## src/rtl/cell_pkg.sv

```systemverilog
// Shared constants and the header-check arithmetic for the cell receive checker.
// Assumes header check is CRC-8 (poly 0x07, init 0, MSB first) XOR coset 0x55.
package cell_pkg;
    localparam int         HDR_BYTES = 4;
    localparam logic [7:0] HEC_POLY  = 8'h07;
    localparam logic [7:0] HEC_COSET = 8'h55;

    // Advance the CRC-8 register over one byte, most significant bit first.
    function automatic logic [7:0] crc8_step(input logic [7:0] crc, input logic [7:0] d);
        logic [7:0] c;
        c = crc ^ d;
        for (int b = 0; b < 8; b++) begin
            c = c[7] ? ((c << 1) ^ HEC_POLY) : (c << 1);
        end
        return c;
    endfunction
endpackage

```

## src/rtl/cell_rx_delin.sv

```systemverilog
// Receive framing: tracks byte position from start-of-cell, checks the header
// check byte, decides per cell whether it is stored, and counts drops.
// Assumes buf_full is stable across the cycle and only falls during a cell.
module cell_rx_delin #(
    parameter int CELL_BYTES = 53,
    parameter int CNT_W      = 16,
    localparam int IDX_W     = $clog2(CELL_BYTES + 1)
) (
    input  logic             clk,
    input  logic             rst_n,
    input  logic             rx_valid,
    input  logic             rx_soc,
    input  logic [7:0]       rx_data,
    input  logic             buf_full,
    output logic             wr_en,
    output logic [IDX_W-1:0] wr_idx,
    output logic [7:0]       wr_data,
    output logic             commit,
    output logic [CNT_W-1:0] hec_err_cnt,
    output logic [CNT_W-1:0] ovf_cnt
);
    import cell_pkg::*;

    localparam int LAST = CELL_BYTES - 1;

    logic             active_q;
    logic             drop_q;
    logic             hec_bad_q;
    logic [IDX_W-1:0] idx_q;
    logic [7:0]       crc_q;
    logic             take_soc;
    logic             take_mid;
    logic             last_byte;

    // Classify the current byte: new cell, in-cell byte, or ignored.
    always_comb begin
        take_soc  = rx_valid && rx_soc;
        take_mid  = rx_valid && !rx_soc && active_q && (idx_q < IDX_W'(CELL_BYTES));
        last_byte = take_mid && (idx_q == IDX_W'(LAST));
    end

    // Drive the store's write port and the commit decision.
    always_comb begin
        wr_en   = (take_soc && !buf_full) || (take_mid && !drop_q);
        wr_idx  = take_soc ? '0 : idx_q;
        wr_data = rx_data;
        commit  = last_byte && !drop_q && !hec_bad_q;
    end

    // Track position, running CRC and per-cell drop/error flags.
    always_ff @(posedge clk) begin
        if (!rst_n) begin
            active_q  <= 1'b0;
            drop_q    <= 1'b0;
            hec_bad_q <= 1'b0;
            idx_q     <= '0;
            crc_q     <= '0;
        end else if (take_soc) begin
            active_q  <= 1'b1;
            drop_q    <= buf_full;
            hec_bad_q <= 1'b0;
            idx_q     <= IDX_W'(1);
            crc_q     <= crc8_step(8'h00, rx_data);
        end else if (take_mid) begin
            idx_q <= idx_q + 1'b1;
            if (idx_q < IDX_W'(HDR_BYTES)) begin
                crc_q <= crc8_step(crc_q, rx_data);
            end
            if (idx_q == IDX_W'(HDR_BYTES)) begin
                hec_bad_q <= (rx_data != (crc_q ^ HEC_COSET));
            end
        end
    end

    // Count header-check failures of complete cells and overflow drops.
    always_ff @(posedge clk) begin
        if (!rst_n) begin
            hec_err_cnt <= '0;
            ovf_cnt     <= '0;
        end else begin
            if (last_byte && !drop_q && hec_bad_q) hec_err_cnt <= hec_err_cnt + 1'b1;
            if (take_soc && buf_full)              ovf_cnt     <= ovf_cnt + 1'b1;
        end
    end

    // position never runs past one cell
    a_r4_idx_bound: assert property (@(posedge clk) disable iff (!rst_n)
        idx_q <= IDX_W'(CELL_BYTES));

    // failure counter moves by one step at most
    a_r2_hec_cnt_step: assert property (@(posedge clk) disable iff (!rst_n)
        (hec_err_cnt != $past(hec_err_cnt)) |-> (hec_err_cnt == $past(hec_err_cnt) + 1'b1));

    // overflow counter moves only on a start-of-cell
    a_r6_ovf_on_soc: assert property (@(posedge clk) disable iff (!rst_n)
        (ovf_cnt != $past(ovf_cnt)) |-> $past(rx_valid && rx_soc));
endmodule

```

## config.mk

```make
export PLATFORM = sky130hd
export DESIGN_NAME = cell_rx_delin
export DESIGN_NICKNAME = d
export VERILOG_FILES = /design/src/rtl/cell_pkg.sv /design/src/rtl/cell_rx_delin.sv
export SDC_FILE = /design/constraint.sdc
export NUM_CORES = 1
export LEC_CHECK = 0
export ABC_CLOCK_PERIOD_IN_PS = 6400
export BUFFER_PORTS_ARGS = -buffer_cell sky130_fd_sc_hd__buf_4
export CAP_MARGIN = 25
export CORE_UTILIZATION = 35
export DETAILED_ROUTE_END_ITERATION = 7
export PLACE_DENSITY = 0.64
export SLEW_MARGIN = 20
export SYNTH_ARGS = -nofsm -noshare
export SYNTH_HDL_FRONTEND = slang
export SYNTH_SLANG_ARGS = --single-unit
```

## constraint.sdc

```tcl
create_clock -name clk -period 6.4 [get_ports clk]
set_clock_uncertainty 0.1 [all_clocks]
set_input_delay 1.28 -clock clk [delete_from_list [all_inputs] [get_ports clk]]
set_output_delay 1.28 -clock clk [all_outputs]
set_load 0.1 [all_outputs]
```

==> flow_summary_export.csv, run 1 <==
group,metric,value,unit
die,rows,32,
final_layout,layout.nets,385,
placement,gp_congestion,0.800,
critical_path,cp_slowest_cell,"buf_4",
critical_path,cp_data_arrival_time,2490,ps
placement,dpl.hpwl,4180,um
die,die-width,91.5,um
cts,cts_max_level,2,
critical_path,cp_top_family,"simple AND/OR/NAND/NOR gates",
detailed_routing,vias_per_cell,4.86,
yosys,yosysMostFrequentCell,"dfxtp_1",
timing,holdWs,379,ps
cts,root_buffer,"clkbuf_8",
cts,clockBufferDepth,2,
yosys,syn-num-nets,341,
cts,postCtsSetupBuffers,0,
cts,cts_tree,"yes",
final_layout,utilization,0.434,
power,peakVddDrop,0.120,mV
timing,hold_viol_final,0,
timing,max_freq,0.258,GHz
detailed_routing,first_pass_iters,4,
hold_path,min_path_type,"flip-flop to flip-flop",
final_layout,fin_area,3350,um2
cts,insertion_delay,300,ps
power,power_density,204,nW/um2
global_routing,grt_first_pass_wirelength,9730,um
die,die_height,91.5,um
global_routing,grt_pass1_vias,2081,
power,cellLeakagePower,1.39,nW
global_routing,top_usage_layer,"met2",
global_routing,grt_overflow,0,
yosys,syn_area_per_cell,8.77,um2
critical_path,cp-start-kind,"input pin",
run,cap_violations,0,
yosys,synth_cell_types,41,
global_routing,grt_use_met3,0.0293,
placement,portBuffers,60,
cts,cts.repair.resized,0,
cts,cts.clk_slew.worst_paths,90,ps
timing,rsz0062_at_grt,"no",
detailed_routing,via_count,2269,
final_layout,drive_gt1_frac,0.200,
yosys,syn_inst,320,
detailed_routing,drt-initial-drc-count,54,
die,design.core.area,7730,um2
critical_path,crit_fanout,9,
timing,period_share,0.605,
yosys,synth_area,2810,um2
die,initial_core_util,0.363,
detailed_routing,ant_nets,0,
final_layout,fillerInstances,798,
global_routing,grt_max_degree,46,
timing,slew_headroom,0.401,
critical_path,required,5020,ps
timing,tns,0,ps
cts,cts_made_buffers,5,
global_routing,grtUsageTotal,0.142,
power,power,0.683,mW
global_routing,grtUsageMet2,0.236,
cts,cts.sinks,49,
yosys,synth-async-reset-ratio,0,
timing,setup_violations,0,
global_routing,grtUsageMet1,0.189,
yosys,ys_ff_latch,49,
yosys,yosysTopAreaCellShare,0.350,
global_routing,antenna_found_initial,0,
yosys,yosys.area.top_type,"dfxtp_1",
yosys,yosysSeqAreaShare,0.350,
yosys,ys_warn_count,0,
cts,postCtsHoldBufs,0,
critical_path,slowest_delay,320,ps
placement,postPlaceCellArea,3260,um2
detailed_routing,drc_errors,0,
critical_path,critPathBufInv,2,
yosys,synth_common_cells,"49 x dfxtp_1, 39 x xnor2_1, 25 x and2_1",
critical_path,critPathKind,"input pin to primary output",
yosys,synth_edf_count,0,
die,die_area,8380,um2
outcome,status,"finished clean",
critical_path,end_kind,"primary output",
final_layout,diodes,0,
detailed_routing,routed_wl,5750,um
die,io_pins,61,
critical_path,crit_top_cell,"buf_4",
timing,worst_pin_slew,897,ps
yosys,ys.flop_type,"dfxtp_1",
final_layout,syn_to_final_growth,19.4,%
critical_path,cp_cell_sequence,"buf_4, and3b_1, o211ai_1, nor2_1, buf_4",
yosys,synth.area.top_cells,"dfxtp_1 35%, xnor2_1 12%, xor2_1 6.9%",
timing,period_minus_slack,3870,ps
timing,report.final.slew_viol_count,0,
detailed_routing,wl_per_cell,12.3,um
## cell usage in the layout, fill, tap and decap left out, drive strengths merged
cell type  netlist  final
nor3             3      3
nor2b            6      6
mux2i            8      8
buf             12     60
inv              7      8
or4              4      4
o211a            2      2
o22a             1      1
or2              2      2
and4             3      3
o22ai            4      4
or3             10     10
o31a             1      1
a21oi           10     10
a31oi            1      1
clkbuf          11      5
and3             8      8
a211oi           1      1
o211ai           2      2
xnor2           39     39
ha               8      8
o21a             1      1
nand2b           1      1
o31ai            1      1
and3b            1      1
nor2             7      7
clkinv           0      1
dfxtp           49     49
nand2           23     23
nand4            7      7
a21boi          11     11
clkinvlp         0      1
nor4             3      3
o21ai           12     12
xor2            22     22
and2            25     25
nand3           14     14
## worst paths after layout
path	start	endpoint	slack [ps]	depth (start not counted)
worst max-delay path	rx_soc	commit	2530	5
worst min-delay path	hec_err_cnt[15]	hec_err_cnt[15]	380	2
worst max register to register	idx_q[0]	hec_err_cnt[15]	3930	7
worst min register to register	hec_err_cnt[15]	hec_err_cnt[15]	380	2
## state kept, by name (all words and copies together) (netlist names)
register	count
hec_bad_q	1
active_q	1
crc_q	8
drop_q	1
idx_q	6
ovf_cnt	16
hec_err_cnt	16
## final cells by class
| class | instances | area, um2 | share of cell area |
|---|---|---|---|
| tap | 102 | 128 | 0.0381 |
| sequential | 49 | 981 | 0.293 |
| timing repair buffer | 60 | 450 | 0.134 |
| inverter | 7 | 26.3 | 0.00784 |
| multi-input combinational | 241 | 1680 | 0.500 |
| clock inverter | 3 | 21.3 | 0.00635 |
| clock buffer | 5 | 68.8 | 0.0205 |
## power by group
group	switching, mW	leakage [nW]	internal (mW)
sequential	0.0137	0.397	0.314
clock	0.109	0.0445	0.0778
combinational	0.0942	0.952	0.0740
## cell families (layout without fill, tap and decap cells)
group           after synthesis  in the layout  synth area share
buf+inv                      30             75            0.0531
fa+ha+maj                     8              8            0.0357
simple gates                117            117             0.236
xor+xnor                     61             61             0.190
compound gates               47             47             0.107
mux                           8              8            0.0285
flops                        49             49             0.350
## routing by layer
metal	vias up	wire length, um
li1	1174	-
met1	1050	2830
met2	40	2670
met3	5	220
met4	0	35
met5	-	0
## worst reg2reg max path, cell delays in order (launching register included)
cell,delay [ps]
dfxtp_1,340
inv_1,140
ha_1,170
nand2b_1,80
or4_4,460
or3_4,460
or4_1,520
a21boi_1,140
## metrics by stage
| stage | worst slack (ps) | cells |
|---|---|---|
| final | 2530 | 467 |
| after global routing | 2430 | 467 |
| after CTS | 2540 | 467 |
| after detailed placement | 2540 | 459 |
| after global placement | 2570 | 459 |
| after floorplan | 1610 | 320 |
Power figures use the tool's default switching activity.
==> run 2: changes to the inputs <==
ABC_AREA = 1   (was unset)
ABC_CLOCK_PERIOD_IN_PS = 3200   (was 6400)
PLACE_DENSITY = 0.66   (was 0.64)
clock period = 3.2 ns   (was 6.4 ns; I/O delays follow)
==> run 2 against run 1 <==
  * Sequential cell count unchanged
  * Cell count increased by 30%
  * Combinational power increased by 85%
  * Count of clock-buffer cells in the layout unchanged
  * Critical path depth increased by 4
  * Register-to-register slack got worse by 2700 ps
==> flow_summary_export.csv, run 2 <==
group,metric,value,unit
yosys,ys.flop_type,"dfxtp_1",
cts,cts.repair.resized,0,
cts,cts_made_buffers,5,
hold_path,holdPathEnd,"active_q",
die,design.core.area,8260,um2
critical_path,required,2460,ps
global_routing,grtUsageMet2,0.287,
yosys,synth_edf_count,0,
global_routing,grtUsageMet1,0.202,
cts,clockBufferDepth,2,
timing,rsz0062_at_grt,"no",
timing,max_freq,0.388,GHz
detailed_routing,via_count,2945,
timing,holdWs,379,ps
global_routing,grt_max_degree,31,
timing,report.final.slew_viol_count,0,
detailed_routing,drt-initial-drc-count,138,
cts,cts_tree,"yes",
final_layout,layout.nets,524,
placement,dpl.hpwl,5330,um
global_routing,top_usage_layer,"met2",
yosys,yosysMostFrequentCell,"nand2_1",
cts,postCtsSetupBuffers,0,
global_routing,antenna_found_initial,0,
detailed_routing,drc_errors,0,
final_layout,mostFrequentLayoutCell,"nand2_1",
placement,postPlaceCellArea,3480,um2
cts,cts.clk_slew.worst_paths,100,ps
critical_path,crit_top_cell,"nand2_1",
power,p_sw_frac,0.318,
hold_path,min_path_type,"flip-flop to flip-flop",
critical_path,critPathKind,"flip-flop to primary output",
placement,portBuffers,60,
final_layout,syn_to_final_growth,19.5,%
critical_path,r2r_cells,10,
hold_path,hold_start,"active_q",
detailed_routing,vias_per_cell,4.84,
yosys,yosysSeqAreaShare,0.326,
power,peakVddDrop,0.151,mV
yosys,syn_area_per_cell,6.65,um2
yosys,synth_common_cells,"122 x nand2_1, 49 x dfxtp_1, 48 x nor2_1",
timing,slew_headroom,0.584,
yosys,synth-async-reset-ratio,0,
detailed_routing,routed_wl,7100,um
yosys,yosys.area.top_type,"dfxtp_1",
yosys,synth_cell_types,36,
yosys,yosysTopAreaCellShare,0.326,
timing,setup_violations,0,
yosys,syn_inst,452,
run,cap_violations,0,
power,share_comb_of_total_power,0.221,
timing,tns,0,ps
die,io_pins,61,
placement,pre_cts_ws,642,ps
final_layout,diodes,0,
global_routing,grt_use_met3,0.0242,
critical_path,cp-start-kind,"flip-flop",
final_layout,fin_area,3590,um2
die,die_area,8970,um2
critical_path,worstReg2RegEnd,"hec_err_cnt[9]",
critical_path,r2r-start,"idx_q[1]",
die,rows,33,
yosys,syn-num-nets,473,
critical_path,cp_data_arrival_time,1840,ps
detailed_routing,first_pass_iters,4,
final_layout,reg_top3,"hec_err_cnt (16), ovf_cnt (16), crc_q (8)",
critical_path,end_kind,"primary output",
yosys,ys_warn_count,0,
timing,worst_pin_slew,624,ps
die,initial_core_util,0.364,
timing,period_share,0.805,
power,intPower,0.960,mW
placement,gp_congestion,0.866,
power,clockPowerShare,0.328,
timing,period_minus_slack,2580,ps
cts,cts.sinks,49,
final_layout,final_cell_mix,"122 x nand2_1, 61 x buf_4, 49 x dfxtp_1",
critical_path,cp_top_family,"buffers and inverters",
global_routing,grt_first_pass_wirelength,11600,um
critical_path,cp_slowest_cell,"buf_4",
detailed_routing,ant_nets,0,
cts,root_buffer,"clkbuf_8",
final_layout,drive_gt1_frac,0.163,
global_routing,grtUsageTotal,0.162,
yosys,ys_ff_latch,49,
critical_path,r2r_setup_slack,1210,ps
critical_path,slowest_delay,330,ps
detailed_routing,wl_per_cell,11.7,um
global_routing,grt_pass1_vias,2614,
global_routing,grt_overflow,0,
power,power_density,392,nW/um2
die,die-width,94.7,um
power,cellLeakagePower,1.58,nW
critical_path,cp_cell_sequence,"inv_1, ha_1, nand2_1, nand3_1, nand2_2, inv_2, nand2_1, o21ai_1, buf_4",
power,p_switching,0.448,mW
outcome,status,"finished clean",
cts,insertion_delay,310,ps
cts,postCtsHoldBufs,0,
timing,setup_slack,623,ps
timing,hold_viol_final,0,
cts,cts_max_level,2,
critical_path,crit_fanout,7,
yosys,synth.area.top_cells,"dfxtp_1 33%, nand2_1 15%, a21oi_1 7.0%",
yosys,synth_area,3010,um2
hold_path,worstHoldPathCells,2,
power,pwr-share-seq,0.451,
die,die_height,94.7,um
critical_path,critPathBufInv,3,
==> run 2: cell count changes after synthesis, moves of 8 or more <==
cell	previous run	this run
or3_1	9	0
nand2_1	22	122
nor2_1	7	48
clkbuf_1	11	3
and2_1	25	0
nand3_1	14	24
xnor2_1	39	13
mux2i_1	8	0
a21oi_1	10	42
inv_1	7	47
==> run 2: how the worst max path moves through the flow <==
stage / startpoint / to / slack [ps] / cells past startpoint
after global routing: idx_q[1] / wr_en / 410 / 9
final: idx_q[1] / wr_en / 620 / 9
after detailed placement: rx_soc / wr_idx[0] / 640 / 5
after CTS: idx_q[1] / commit / 610 / 9
after global placement: rx_soc / wr_idx[0] / 640 / 5
after floorplan: rx_valid / commit / 140 / 6
==> run 2: layout make-up <==
type	instances	area, um2
Clock buffer	5	68.8
Clock inverter	3	43.8
Fill cell	887	4660
Inverter	51	191
Multi-Input combinational cell	335	1720
Sequential cell	49	981
Tap cell	105	131
Timing Repair Buffer	61	458
==> run 2: worst reg2reg max path, cell delays in order, from the launching register on <==
cell and delay [ps]:
dfxtp_1 320, inv_1 140, ha_1 170, nand2_1 50, nor2_1 130, nand2_1 100
nor2_1 140, nand3_2 280, inv_2 290, nand2_1 90, a21oi_1 120
==> run 2: power groups by stage <==
stage | logic [mW] | registers (mW) | clock network [mW]
final | 0.311 | 0.635 | 0.462
after CTS | 0.309 | 0.635 | 0.476
after floorplan | 0.236 | 0.657 | 0
after global routing | 0.340 | 0.637 | 0.496
after detailed placement | 0.308 | 0.649 | 0
after global placement | 0.302 | 0.648 | 0
==> run 2: cells by family after synthesis <==
| family | Yosys count | synth area share |
|---|---|---|
| xor+xnor | 32 | 0.0982 |
| compound gates | 74 | 0.132 |
| fa+ha+maj | 8 | 0.0333 |
| simple gates | 221 | 0.309 |
| buf+inv | 68 | 0.102 |
| flops | 49 | 0.326 |
==> run 2: per-layer routing <==
layer	vias up	wire length, um
met2	57	3520
met3	9	242
met4	0	85
met1	1332	3250
li1	1547	-
met5	-	0
==> run 2: per-stage QoR <==
step / std cells / total power, mW / util
2_1_floorplan: 452 / 0.893 / -
3_3_place_gp: 601 / 0.950 / 0.422
3_5_place_dp: 601 / 0.957 / 0.422
4_1_cts: 609 / 1.42 / 0.435
5_1_grt: 609 / 1.47 / 0.435
6_report: 609 / 1.41 / 0.435
==> run 3: changes to the inputs <==
ABC_AREA = 0   (was 1)
ABC_CLOCK_PERIOD_IN_PS = 2500   (was 3200)
PLACE_DENSITY = 0.64   (was 0.66)
clock period = 2.5 ns   (was 3.2 ns; I/O delays follow)
==> run 3 against run 2 <==
  * Sequential share of layout area increased by 0.67 points
  * First-iteration DRC count decreased by 67%
  * Global-route usage decreased by 1.5 points
  * Critical path depth decreased by 2
  * Sequential cell count unchanged
  * Wire length decreased by 15%
  * Die area decreased by 6.6%
  * Critical path type unchanged
  * Largest cell class unchanged
  * Largest power group unchanged
  * Highest routed layer unchanged
==> flow_summary_export.csv, run 3 (synthesis results as in run 1) <==
group,metric,value,unit
critical_path,cp_slowest_cell,"dfxtp_1",
detailed_routing,drt-initial-drc-count,46,
die,rows,32,
timing,hold_viol_final,0,
global_routing,antenna_found_initial,0,
timing,report.final.slew_viol_count,0,
global_routing,grt_overflow,0,
power,cellLeakagePower,1.48,nW
power,clockPowerShare,0.349,
detailed_routing,via_count,2378,
cts,insertion_delay,300,ps
hold_path,holdPathEnd,"hec_bad_q",
die,io_pins,61,
power,share_comb_of_total_power,0.223,
final_layout,final_cell_mix,"67 x buf_4, 48 x dfxtp_1, 39 x xnor2_1",
power,peakVddDrop,0.310,mV
global_routing,grtUsageTotal,0.148,
timing,period_share,0.960,
critical_path,r2r-start,"idx_q[1]",
hold_path,min_path_type,"flip-flop to flip-flop",
critical_path,r2r_setup_slack,110,ps
detailed_routing,drc_errors,0,
placement,gp_congestion,0.850,
critical_path,worstReg2RegEnd,"hec_err_cnt[15]",
placement,pre_cts_ws,46.5,ps
critical_path,crit_fanout,5,
timing,setup_slack,101,ps
hold_path,hold_start,"hec_bad_q",
cts,cts_max_level,2,
power,power_density,557,nW/um2
outcome,status,"finished clean",
cts,root_buffer,"clkbuf_8",
final_layout,multi_input_area,1700,um2
cts,clockBufferDepth,2,
critical_path,cp_data_arrival_time,1800,ps
timing,worst_pin_slew,561,ps
die,die_area,8380,um2
critical_path,end_kind,"primary output",
critical_path,cp_top_family,"buffers and inverters",
cts,cts.clk_slew.worst_paths,100,ps
placement,portBuffers,60,
placement,dpl.hpwl,4460,um
detailed_routing,vias_per_cell,4.99,
critical_path,cp_cell_sequence,"inv_2, ha_1, nor2b_2, o211ai_1, buf_4, nor2_4, buf_6",
global_routing,grt_pass1_vias,2174,
die,design.core.area,7730,um2
timing,period_minus_slack,2400,ps
final_layout,utilization,0.455,
timing,tns,0,ps
final_layout,reg_top3,"hec_err_cnt (16), ovf_cnt (16), crc_q (8)",
cts,cts_tree,"yes",
power,pwr-share-seq,0.428,
critical_path,slowest_delay,410,ps
final_layout,drive_gt1_frac,0.251,
final_layout,diodes,0,
cts,postCtsHoldBufs,0,
detailed_routing,ant_nets,0,
critical_path,critPathBufInv,3,
final_layout,register_area,982,um2
placement,dp.cells,466,
timing,max_freq,0.417,GHz
cts,cts_made_buffers,5,
detailed_routing,wl_per_cell,12.6,um
die,initial_core_util,0.363,
hold_path,worstHoldPathCells,2,
power,intPower,1.40,mW
cts,cts.sinks,49,
detailed_routing,first_pass_iters,4,
power,p_switching,0.555,mW
final_layout,syn_to_final_growth,25.2,%
timing,setup_violations,0,
critical_path,required,1900,ps
critical_path,critPathKind,"flip-flop to primary output",
detailed_routing,routed_wl,6010,um
critical_path,r2r_cells,7,
final_layout,mostFrequentLayoutCell,"buf_4",
run,cap_violations,0,
final_layout,fin_cells,477,
die,die_height,91.5,um
die,die-width,91.5,um
global_routing,grt_first_pass_wirelength,10100,um
global_routing,grt_max_degree,46,
final_layout,layout.nets,395,
timing,slew_headroom,0.623,
final_layout,fillerInstances,761,
power,p_sw_frac,0.284,
critical_path,cp-start-kind,"flip-flop",
timing,rsz0062_at_grt,"no",
run 3: cell types whose count changed in the layout (fill, tap and decap cells not counted), sizes merged, moves of 9 or more:
| cell | change |
|---|---|
| nand2 | -102 |
| inv | -44 |
| nor2 | -43 |
| a21oi | -32 |
| xnor2 | +26 |
| and2 | +25 |
| a21boi | +11 |
| nand3 | -11 |
| or3 | +10 |
| o21ai | -9 |
run 3: per-layer routing:
layer / GRT usage / routed length [um] / up-vias
met2: 0.250 / 2920 / 56
li1: - / - / 1198
met3: 0.0310 / 247 / 8
met1: 0.186 / 2750 / 1116
met5: 0 / 0 / -
met4: 0.0476 / 93 / 0
run 3: layout make-up:
class                   instances  share of cell area
multi-input cells             241               0.484
flip-flops and latches         49               0.280
repair buffers                 70               0.153
well taps                     102              0.0363
clock buffers                   5              0.0196
clock inverters                 3              0.0196
inverters                       7             0.00748
run 3: through the flow:
stage	power (mW)	area [um2]	hold WS [ps]
final	1.96	3510	386
after global routing	2.06	3510	427
after CTS	1.98	3480	391
after detailed placement	1.29	3330	374
after global placement	1.28	3330	372
after floorplan	1.22	2820	350
run 3: how the worst max path moves through the flow:
stage,from,to,cells past startpoint
global placement,idx_q[0],hec_err_cnt[15],7
global route,idx_q[1],hec_err_cnt[15],7
CTS,idx_q[0],commit,7
detailed placement,rx_soc,hec_err_cnt[15],6
floorplan,rx_soc,wr_idx[0],2
finish,idx_q[1],commit,7
run 3: power by group through the flow:
stage               logic [mW]  registers, mW  clock network, mW
global placement         0.427          0.857                  0
finish                   0.437          0.839              0.683
CTS                      0.437          0.839              0.706
detailed placement       0.435          0.857                  0
floorplan                0.361          0.855                  0
global route             0.482          0.843              0.736
run 3: worst min-delay path: stages (launching register included):
cell and delay (ps):
dfxtp_1 320, inv_1 60, a211oi_1 60
run 3: repair_timing:
action	CTS	global route
buffers inserted	1	2
pin swaps	1	1
resized for setup	0	9
endpoints found under the setup margin	1	5
